## src/rtl/tring_pkg.sv

```systemverilog
package tring_pkg;

    typedef enum logic [1:0] {
        ST_HOLD  = 2'd0,
        ST_RECYC = 2'd1,
        ST_STALL = 2'd2
    } node_st_e;

    typedef struct packed {
        logic load;
        logic dec;
    } cnt_ctl_t;

    function automatic node_st_e after_recycle(input logic tok_any);
        return tok_any ? ST_HOLD : ST_STALL;
    endfunction

endpackage

```

## src/rtl/tring_cfg_reg.sv

```systemverilog
module tring_cfg_reg #(
    parameter int          W       = 8,
    parameter int unsigned RST_VAL = 0
) (
    input  logic         clk,
    input  logic         rst,
    input  logic         we_i,
    input  logic [W-1:0] wdata_i,
    output logic [W-1:0] q_o
);
    always_ff @(posedge clk) begin
        if (rst)       q_o <= W'(RST_VAL);
        else if (we_i) q_o <= wdata_i;
    end
endmodule

```

## src/rtl/tring_countdown.sv

```systemverilog
module tring_countdown
    import tring_pkg::*;
#(
    parameter int          CNT_W   = 8,
    parameter int unsigned RST_VAL = 0
) (
    input  logic             clk,
    input  logic             rst,
    input  cnt_ctl_t         ctl_i,
    input  logic [CNT_W-1:0] load_val_i,
    output logic             zero_o
);
    logic [CNT_W-1:0] cnt_q;

    always_ff @(posedge clk) begin
        if (rst)
            cnt_q <= CNT_W'(RST_VAL);
        else if (ctl_i.load)
            cnt_q <= load_val_i;
        else if (ctl_i.dec && cnt_q != '0)
            cnt_q <= cnt_q - CNT_W'(1);
    end

    assign zero_o = (cnt_q == '0);


    step_down_chk: assert property (@(posedge clk) disable iff (rst)
        (ctl_i.dec && !ctl_i.load && !zero_o) |=> (cnt_q == $past(cnt_q) - CNT_W'(1)));


    no_wrap_chk: assert property (@(posedge clk) disable iff (rst)
        (zero_o && !ctl_i.load) |=> zero_o);


    load_value_chk: assert property (@(posedge clk) disable iff (rst)
        ctl_i.load |=> (cnt_q == $past(load_val_i)));
endmodule

```

## src/rtl/tring_tok_detect.sv

```systemverilog
module tring_tok_detect #(
    parameter bit RST_PHASE = 1'b0
) (
    input  logic clk,
    input  logic rst,
    input  logic tok_i,
    input  logic clr_i,
    output logic any_o
);
    logic seen_q;
    logic pend_q;
    logic arrive;

    assign arrive = tok_i ^ seen_q;
    assign any_o  = pend_q | arrive;

    always_ff @(posedge clk) begin
        if (rst) begin
            seen_q <= RST_PHASE;
            pend_q <= 1'b0;
        end else begin
            seen_q <= tok_i;
            pend_q <= clr_i ? 1'b0 : (pend_q | arrive);
        end
    end


    pend_keep_chk: assert property (@(posedge clk) disable iff (rst)
        (pend_q && !clr_i) |=> pend_q);


    toggle_seen_chk: assert property (@(posedge clk) disable iff (rst)
        (tok_i != $past(tok_i)) |-> any_o);
endmodule

```

## src/rtl/tring_node.sv

```systemverilog
module tring_node
    import tring_pkg::*;
#(
    parameter int          CNT_W       = 8,
    parameter bit          INIT_HOLDER = 1'b1,
    parameter int unsigned HOLD_INIT   = 3,
    parameter int unsigned RECYC_INIT  = 4,
    parameter bit          TOK_IN_RST  = 1'b0
) (
    input  logic             clk,
    input  logic             rst,
    input  logic             hold_wr,
    input  logic             recyc_wr,
    input  logic [CNT_W-1:0] cfg_data,
    input  logic             tok_in,
    output logic             tok_out,
    output logic             chan_en,
    output logic             blk_en
);
    localparam node_st_e RST_ST = INIT_HOLDER ? ST_HOLD : ST_RECYC;

    node_st_e         st_q, st_d;
    logic [CNT_W-1:0] hold_len, recyc_len;
    logic             hold_zero, recyc_zero, tok_any, enter_hold, pass_now;
    cnt_ctl_t         hold_ctl, recyc_ctl;

    tring_cfg_reg #(.W(CNT_W), .RST_VAL(HOLD_INIT)) u_hold_reg (
        .clk(clk), .rst(rst), .we_i(hold_wr), .wdata_i(cfg_data), .q_o(hold_len));

    tring_cfg_reg #(.W(CNT_W), .RST_VAL(RECYC_INIT)) u_recyc_reg (
        .clk(clk), .rst(rst), .we_i(recyc_wr), .wdata_i(cfg_data), .q_o(recyc_len));

    tring_tok_detect #(.RST_PHASE(TOK_IN_RST)) u_detect (
        .clk(clk), .rst(rst), .tok_i(tok_in), .clr_i(enter_hold), .any_o(tok_any));

    tring_countdown #(.CNT_W(CNT_W), .RST_VAL(HOLD_INIT)) u_hold_cnt (
        .clk(clk), .rst(rst), .ctl_i(hold_ctl), .load_val_i(hold_len), .zero_o(hold_zero));

    tring_countdown #(.CNT_W(CNT_W), .RST_VAL(RECYC_INIT)) u_recyc_cnt (
        .clk(clk), .rst(rst), .ctl_i(recyc_ctl), .load_val_i(recyc_len), .zero_o(recyc_zero));

    assign pass_now   = (st_q == ST_HOLD) && hold_zero;
    assign enter_hold = tok_any && ((st_q == ST_STALL) || (st_q == ST_RECYC && recyc_zero));

    assign hold_ctl   = '{load: enter_hold, dec: (st_q == ST_HOLD)};
    assign recyc_ctl  = '{load: pass_now,   dec: (st_q == ST_RECYC)};

    always_comb begin
        st_d = st_q;
        unique case (st_q)
            ST_HOLD:  if (hold_zero)  st_d = ST_RECYC;
            ST_RECYC: if (recyc_zero) st_d = after_recycle(tok_any);
            ST_STALL: if (tok_any)    st_d = ST_HOLD;
            default:                  st_d = RST_ST;
        endcase
    end

    always_ff @(posedge clk) begin
        if (rst) begin
            st_q    <= RST_ST;
            tok_out <= 1'b0;
        end else begin
            st_q <= st_d;
            if (pass_now) tok_out <= ~tok_out;
        end
    end

    assign chan_en = (st_q == ST_HOLD);
    assign blk_en  = (st_q != ST_STALL) || tok_any;


    pass_edge_chk: assert property (@(posedge clk) disable iff (rst)
        !$stable(tok_out) |-> ($past(chan_en) && !chan_en));


    frozen_idle_chk: assert property (@(posedge clk) disable iff (rst)
        !blk_en |-> !chan_en);


    wake_hold_chk: assert property (@(posedge clk) disable iff (rst)
        (!chan_en && blk_en && $past(!blk_en) && tok_any) |=> chan_en);


    reset_tok_chk: assert property (@(posedge clk)
        $past(rst) |-> (tok_out == 1'b0));
endmodule

```

## config.mk

```make
export PLATFORM = sky130hd
export DESIGN_NAME = tring_node
export DESIGN_NICKNAME = d
export VERILOG_FILES = /design/src/rtl/tring_pkg.sv /design/src/rtl/tring_cfg_reg.sv /design/src/rtl/tring_countdown.sv /design/src/rtl/tring_tok_detect.sv /design/src/rtl/tring_node.sv
export SDC_FILE = /design/constraint.sdc
export NUM_CORES = 1
export LEC_CHECK = 0
export ABC_AREA = 0
export BUFFER_PORTS_ARGS = -buffer_cell sky130_fd_sc_hd__buf_4
export CORE_ASPECT_RATIO = 2
export CORE_MARGIN = 2
export CORE_UTILIZATION = 45
export CTS_CLUSTER_DIAMETER = 150
export DETAILED_ROUTE_END_ITERATION = 6
export HOLD_SLACK_MARGIN = 0.15
export RECOVER_POWER = 25
export SLEW_MARGIN = 10
export SYNTH_ARGS = -nofsm -noshare
export SYNTH_HDL_FRONTEND = slang
export SYNTH_SLANG_ARGS = --single-unit
```

## constraint.sdc

```tcl
create_clock -name clk -period 2.93 [get_ports clk]
set_input_delay 0.1465 -clock clk [delete_from_list [all_inputs] [get_ports clk]]
set_output_delay 0.1465 -clock clk [all_outputs]
set_load 0.05 [all_outputs]
```

# == After elaboration in Yosys (flattened, before gate mapping) ==
# Index checks and enable logic that the tools add are counted.
# word_totals
out_inout_bits,3
regBits,37
in_bits,13
wordCells,44
# classes
n_reduce_logical,16
bitwise,3
n_eq_ne,6
n_mux,9
addsub,2
# ops
op,count
$mux 8,4
$logic_not 8->1,2
$reduce_bool 8->1,2
$sub 8x1->8 const B,2
$mux 2,4
$ne 2x2->1 const B,3
$pmux 2 s3,1
$logic_and 1x1->1,5
$reduce_bool 2->1,2
$reduce_and 3->1,1
$eq 2x1->1 const B,1
$eq 2x2->1 const B,1
$logic_not 2->1,1
$logic_or 1x1->1,2
$ne 2x1->1 const B,1
$reduce_or 2->1,1
$not 1->1,1
$or 1x1->1,1
$xor 1x1->1,1

# == Depth between registers and ports, before layout ==
# logic_depth
word_depth,5
ltp_mapped,7
ltp_nobuf,6

# == Hierarchy ==
# Synthesis repeated with hierarchy kept, for this count alone.
# hier_totals
hier_cells,192
area_unflattened_um2,1830.5
# modules_own_cells
mod,seq_area_each_um2,n_inst,area_each_um2,cells_per_inst
tring_countdown at u_hold_cnt,160.2,1,520.5,60
tring_countdown at u_recyc_cnt,160.2,1,478.0,56
tring_cfg_reg at u_hold_reg,160.2,1,292.8,26
tring_cfg_reg at u_recyc_reg,160.2,1,290.3,26
tring_node,60.1,1,173.9,17
tring_tok_detect,40.0,1,75.1,7

# == Worst setup path after synthesis ==
# OpenSTA, ideal clock, no wires.
# synth_timing
path_kind,register to register
startpoint,reg u_recyc_cnt.cnt_q[0]
endpoint,reg u_recyc_cnt.cnt_q[2]
stages_incl_launch_ff,7
n_path_buf,0
slack_ps,1117
setup_ps,116
t_arrival_ps,1696
synth_period_minus_slack_ps,1813
required_ps,2814
path_cell_list,dfxtp_1 > inv_1 > ha_1 > nor3b_1 > a21boi_2 > a221o_1 > a31o_2
# synth_via
elab_chain_len,3
word_cells_on_any_way,6
classes_between,add/sub: 1; mux: 2; reduce/logical: 3
# synth_rtl
element,line,source
"start, declared",tring_countdown.sv:13,logic [CNT_W-1:0] cnt_q;
"start signal, assigned",tring_countdown.sv:17,cnt_q <= CNT_W'(RST_VAL);
"start signal, assigned",tring_countdown.sv:19,cnt_q <= load_val_i;
"start signal, assigned",tring_countdown.sv:21,cnt_q <= cnt_q - CNT_W'(1);
$sub 8x1->8 or $reduce_bool 8->1 (tied branches),"tring_countdown.sv:21, tring_countdown.sv:20",
$mux 8 or $logic_and 1x1->1 (tied branches),tring_countdown.sv:20,else if (ctl_i.dec && cnt_q != '0)
$mux 8 or $reduce_bool 2->1 (tied branches),--,
# Parallel ways exist; a longest one is shown, timed or not. The select of a mux whose other input is x is not followed.
# A chain may end at the register's enable or synchronous reset.

# == Final worst setup path ==
# layout_timing
startpoint,in tok_in
endpoint,out blk_en
# layout_via
elab_chain_len,3
# layout_rtl
element,line,source
"start, declared",tring_node.sv:15,"input logic tok_in,"
$xor 1x1->1,tring_tok_detect.sv:14,assign arrive = tok_i ^ seen_q;
$or 1x1->1,tring_tok_detect.sv:15,assign any_o = pend_q | arrive;
$logic_or 1x1->1,tring_node.sv:69,assign blk_en = (st_q != ST_STALL) || tok_any;
"end, declared",tring_node.sv:18,output logic blk_en
# No other way between the ends.

==> reports/results.ini <==
[synthesis]
synthDominantCellAreaShare_pct = 38.3
synth_area_leaders = sky130_fd_sc_hd__dfxtp_1, sky130_fd_sc_hd__mux2i_1, sky130_fd_sc_hd__nor2_1, sky130_fd_sc_hd__a21oi_1, sky130_fd_sc_hd__a211oi_1
synth.net_count = 232
synthesis.area_um2 = 1930
synth_top_cells_by_count = sky130_fd_sc_hd__dfxtp_1, sky130_fd_sc_hd__nor2_1, sky130_fd_sc_hd__mux2i_1
synthMostInstantiatedCell = sky130_fd_sc_hd__dfxtp_1
mean_post_synth_cell_area_um2 = 8.94
synth-edff-count = 0
ys_seq_area_share_pct = 38.3
yosys_warnings = 0
synth.ff_latch_count = 37
synthDominantAreaCellType = sky130_fd_sc_hd__dfxtp_1
postSynth.topFlopCell = sky130_fd_sc_hd__dfxtp_1
synth_async_sr_flop_share_pct = 0
yosys.cell_types.count = 52
synthesis.instances = 216

[clock_tree]
post_cts_resize_count = 0
cts_buffers = 5
worstSkewPairLatency_ns = 0.29
number_of_clock_sinks = 37
htree_num_levels = 2
cts.clk_slew.worst_paths_ns = 0.07
clock_tree.buffer_depth = 2
ctsRootBufferMaster = sky130_fd_sc_hd__clkbuf_8
tritoncts = done

[floorplan]
dieArea_um2 = 4860
initial_utilization_pct = 46.8
die_width_um = 50.3
die_h_um = 96.7
design.portCount = 16
fp-row-count = 33
core_area_um2 = 4130

[setup_path]
worstReg2RegStart = st_q[0]
timing.critical_path.required_ns = 2.78
reg2regPathDepth = 5
critical_path.reg2reg.endpoint = u_recyc_cnt.cnt_q[2]
critPathCaptureType = output pin
crit_fanout = 11
regToRegSetupSlack_ns = 0.89
critPathKind = input pin to output pin
timing.critical_path.from_type = input pin
worst-endpoint-arrival_ns = 1.93

[finish]
finalNetCount = 250
area_growth_syn_to_layout_pct = 15.7
post_route_cells_drive_above_1_share_pct = 16.2
finish.utilization_pct = 54.2
antenna_cells_inserted = 0
finalNonFillerCells = 286

[place]
routabilityCongestion = 0.927
place_worst_setup_slack_ns = 0.916
place_inst = 270
detailed_place_hpwl_um = 3640
io_buffers = 15

[detailed_routing]
avgRoutedWirePerCell_um = 17.2
vias = 1723
routed_wl_um = 4920
dr.pass1.iters = 4
drt-initial-drc-count = 33
post_drt_via_cell_ratio = 6.02
route.detailed.drc = 0
ant_nets = 0

[power_and_ir_drop]
vdd.ir_drop.worst_mv = 0.457
power_per_cell_area_nw_per_um2 = 762
cellLeakagePower_nw = 0.889
totalPowerFinal_mw = 1.70

[hold_path]
hp_start = recyc_wr
timing.hold.worst.class = input pin to register
number_of_cells_traversed_by_the_worst_hold_path = 3
worst_hold_path.endpoint = u_recyc_reg.q_o[2]

[sta]
slew-limit-headroom_pct = 45.8
timing.fmax_ghz = 0.481
hold_violations = 0
finalWorstPathRequiredPeriod_ns = 2.08
setup-tns-final_ns = 0
rsz0062_at_grt = no
timing.final.setup_violations = 0
fin_crit_sh_pct = 71.0
timing.final.ws_setup_ns = 0.851
finalClockSkew_ns = 0.00742
worst_pin_slew_ns = 0.810
maxSlewViolCount = 0

[global_routing]
first_global_vias = 1722
grt_max_degree = 36
grt_remaining_overflow = 0
grt_first_pass_wirelength_um = 8270
grt_usage_pct = 22.4
grt_antenna_before_repair = 0

[status]
result_of_the_run = complete, no violations

[job]
drv_cap = 0

## metal layers
metal	global-route usage, %	vias up	wire (um)
met5	0	-	0
met4	12.3	0	184
met3	3.86	19	187
met2	39.4	64	2750
met1	24.3	812	1810
li1	-	828	-
## logic make-up after synthesis
kind of cell | Yosys count | share of synthesized area, %
adders and majority gates | 3 | 1.94
xor gates and xnor gates | 4 | 1.81
and+or+nand+nor | 83 | 24.0
buffers and inverters | 22 | 5.05
muxes | 22 | 11.5
DFF | 37 | 38.3
AOI/OAI and AO/OA | 45 | 17.4
## worst max path at each step
stage	startpoint	to	slack (ns)	depth (start not counted)
final	tok_in	blk_en	0.85	6
after global placement	u_recyc_cnt.cnt_q[0]	u_hold_cnt.cnt_q[1]	0.95	6
after detailed placement	u_hold_cnt.cnt_q[0]	u_hold_cnt.cnt_q[0]	0.92	6
after global routing	u_recyc_cnt.cnt_q[0]	u_hold_cnt.cnt_q[2]	0.67	6
after CTS	tok_in	blk_en	0.84	6
after floorplan	u_recyc_cnt.cnt_q[0]	u_recyc_cnt.cnt_q[2]	1.12	6
## what timing repair did
action,4_1_cts,5_1_grt
hold endpoints to repair,17,0
buffers inserted,0,0
hold buffers,9,0
## worst max-delay path, stage by stage
cell and delay, ns:
sky130_fd_sc_hd__dlygate4sd3_1 0.53, sky130_fd_sc_hd__clkbuf_4 0.14, sky130_fd_sc_hd__xor2_1 0.14, sky130_fd_sc_hd__nor2_1 0.62, sky130_fd_sc_hd__nand2_1 0.12, sky130_fd_sc_hd__buf_4 0.23
## per-stage QoR
step / instance area, um^2 / hold WS, ns
3_3_place_gp: 2050 / 0.374
2_1_floorplan: 1930 / 0.275
6_report: 2240 / 0.201
3_5_place_dp: 2050 / 0.379
4_1_cts: 2240 / 0.195
5_1_grt: 2240 / 0.207
## where the power goes
| part | internal (mW) | switching (mW) | total [mW] |
|---|---|---|---|
| logic | 0.261 | 0.330 | 0.591 |
| clock network | 0.247 | 0.185 | 0.432 |
| registers | 0.579 | 0.102 | 0.681 |
| total | 1.09 | 0.616 | 1.70 |
## cell type report
| type | count | area [um^2] |
|---|---|---|
| Clock inverter | 2 | 35.0 |
| Timing Repair Buffer | 24 | 199 |
| Sequential cell | 37 | 741 |
| Tap cell | 52 | 65.1 |
| Clock buffer | 5 | 68.8 |
| Multi-Input combinational cell | 157 | 1090 |
| Inverter | 9 | 33.8 |
| Fill cell | 405 | 1890 |
## layout by cell type, fill, tap and decap left out, types with 2 or more instances in the layout
cell type | synthesis | routed
sky130_fd_sc_hd__xnor2_1 | 3 | 3
sky130_fd_sc_hd__and3_1 | 3 | 3
sky130_fd_sc_hd__nand3b_1 | 2 | 2
sky130_fd_sc_hd__or3b_2 | 2 | 2
sky130_fd_sc_hd__a31oi_1 | 4 | 4
sky130_fd_sc_hd__dfxtp_1 | 37 | 37
sky130_fd_sc_hd__or2_2 | 2 | 2
sky130_fd_sc_hd__or4_1 | 2 | 2
sky130_fd_sc_hd__a221o_1 | 3 | 3
sky130_fd_sc_hd__o211ai_1 | 3 | 3
sky130_fd_sc_hd__ha_1 | 3 | 3
sky130_fd_sc_hd__dlygate4sd3_1 | 0 | 9
sky130_fd_sc_hd__nor3b_1 | 2 | 2
sky130_fd_sc_hd__nor2_1 | 29 | 29
sky130_fd_sc_hd__mux2i_1 | 21 | 21
sky130_fd_sc_hd__nor2b_1 | 6 | 6
sky130_fd_sc_hd__inv_2 | 2 | 2
sky130_fd_sc_hd__nand2_1 | 10 | 10
sky130_fd_sc_hd__a31o_2 | 2 | 2
sky130_fd_sc_hd__a21oi_1 | 9 | 9
sky130_fd_sc_hd__inv_1 | 7 | 7
sky130_fd_sc_hd__clkbuf_8 | 0 | 5
sky130_fd_sc_hd__clkbuf_4 | 0 | 6
sky130_fd_sc_hd__nor4b_1 | 2 | 2
sky130_fd_sc_hd__o32ai_1 | 3 | 3
sky130_fd_sc_hd__buf_4 | 1 | 8
sky130_fd_sc_hd__nor4_2 | 3 | 3
sky130_fd_sc_hd__nor3_1 | 8 | 8
sky130_fd_sc_hd__a21o_1 | 2 | 2
sky130_fd_sc_hd__nand3_1 | 3 | 3
sky130_fd_sc_hd__nor4_1 | 4 | 4
sky130_fd_sc_hd__o21ai_0 | 2 | 2
sky130_fd_sc_hd__a211oi_1 | 6 | 6
## state kept, by name, indices dropped and copies added, names as in the netlist
| register | count |
|---|---|
| u_recyc_cnt.cnt_q | 8 |
| u_recyc_reg.q_o | 8 |
| u_detect.pend_q | 1 |
| u_hold_cnt.cnt_q | 8 |
| u_detect.seen_q | 1 |
| tok_out | 1 |
| u_hold_reg.q_o | 8 |
| st_q | 2 |
No activity file was read; power rests on OpenSTA's default activity.
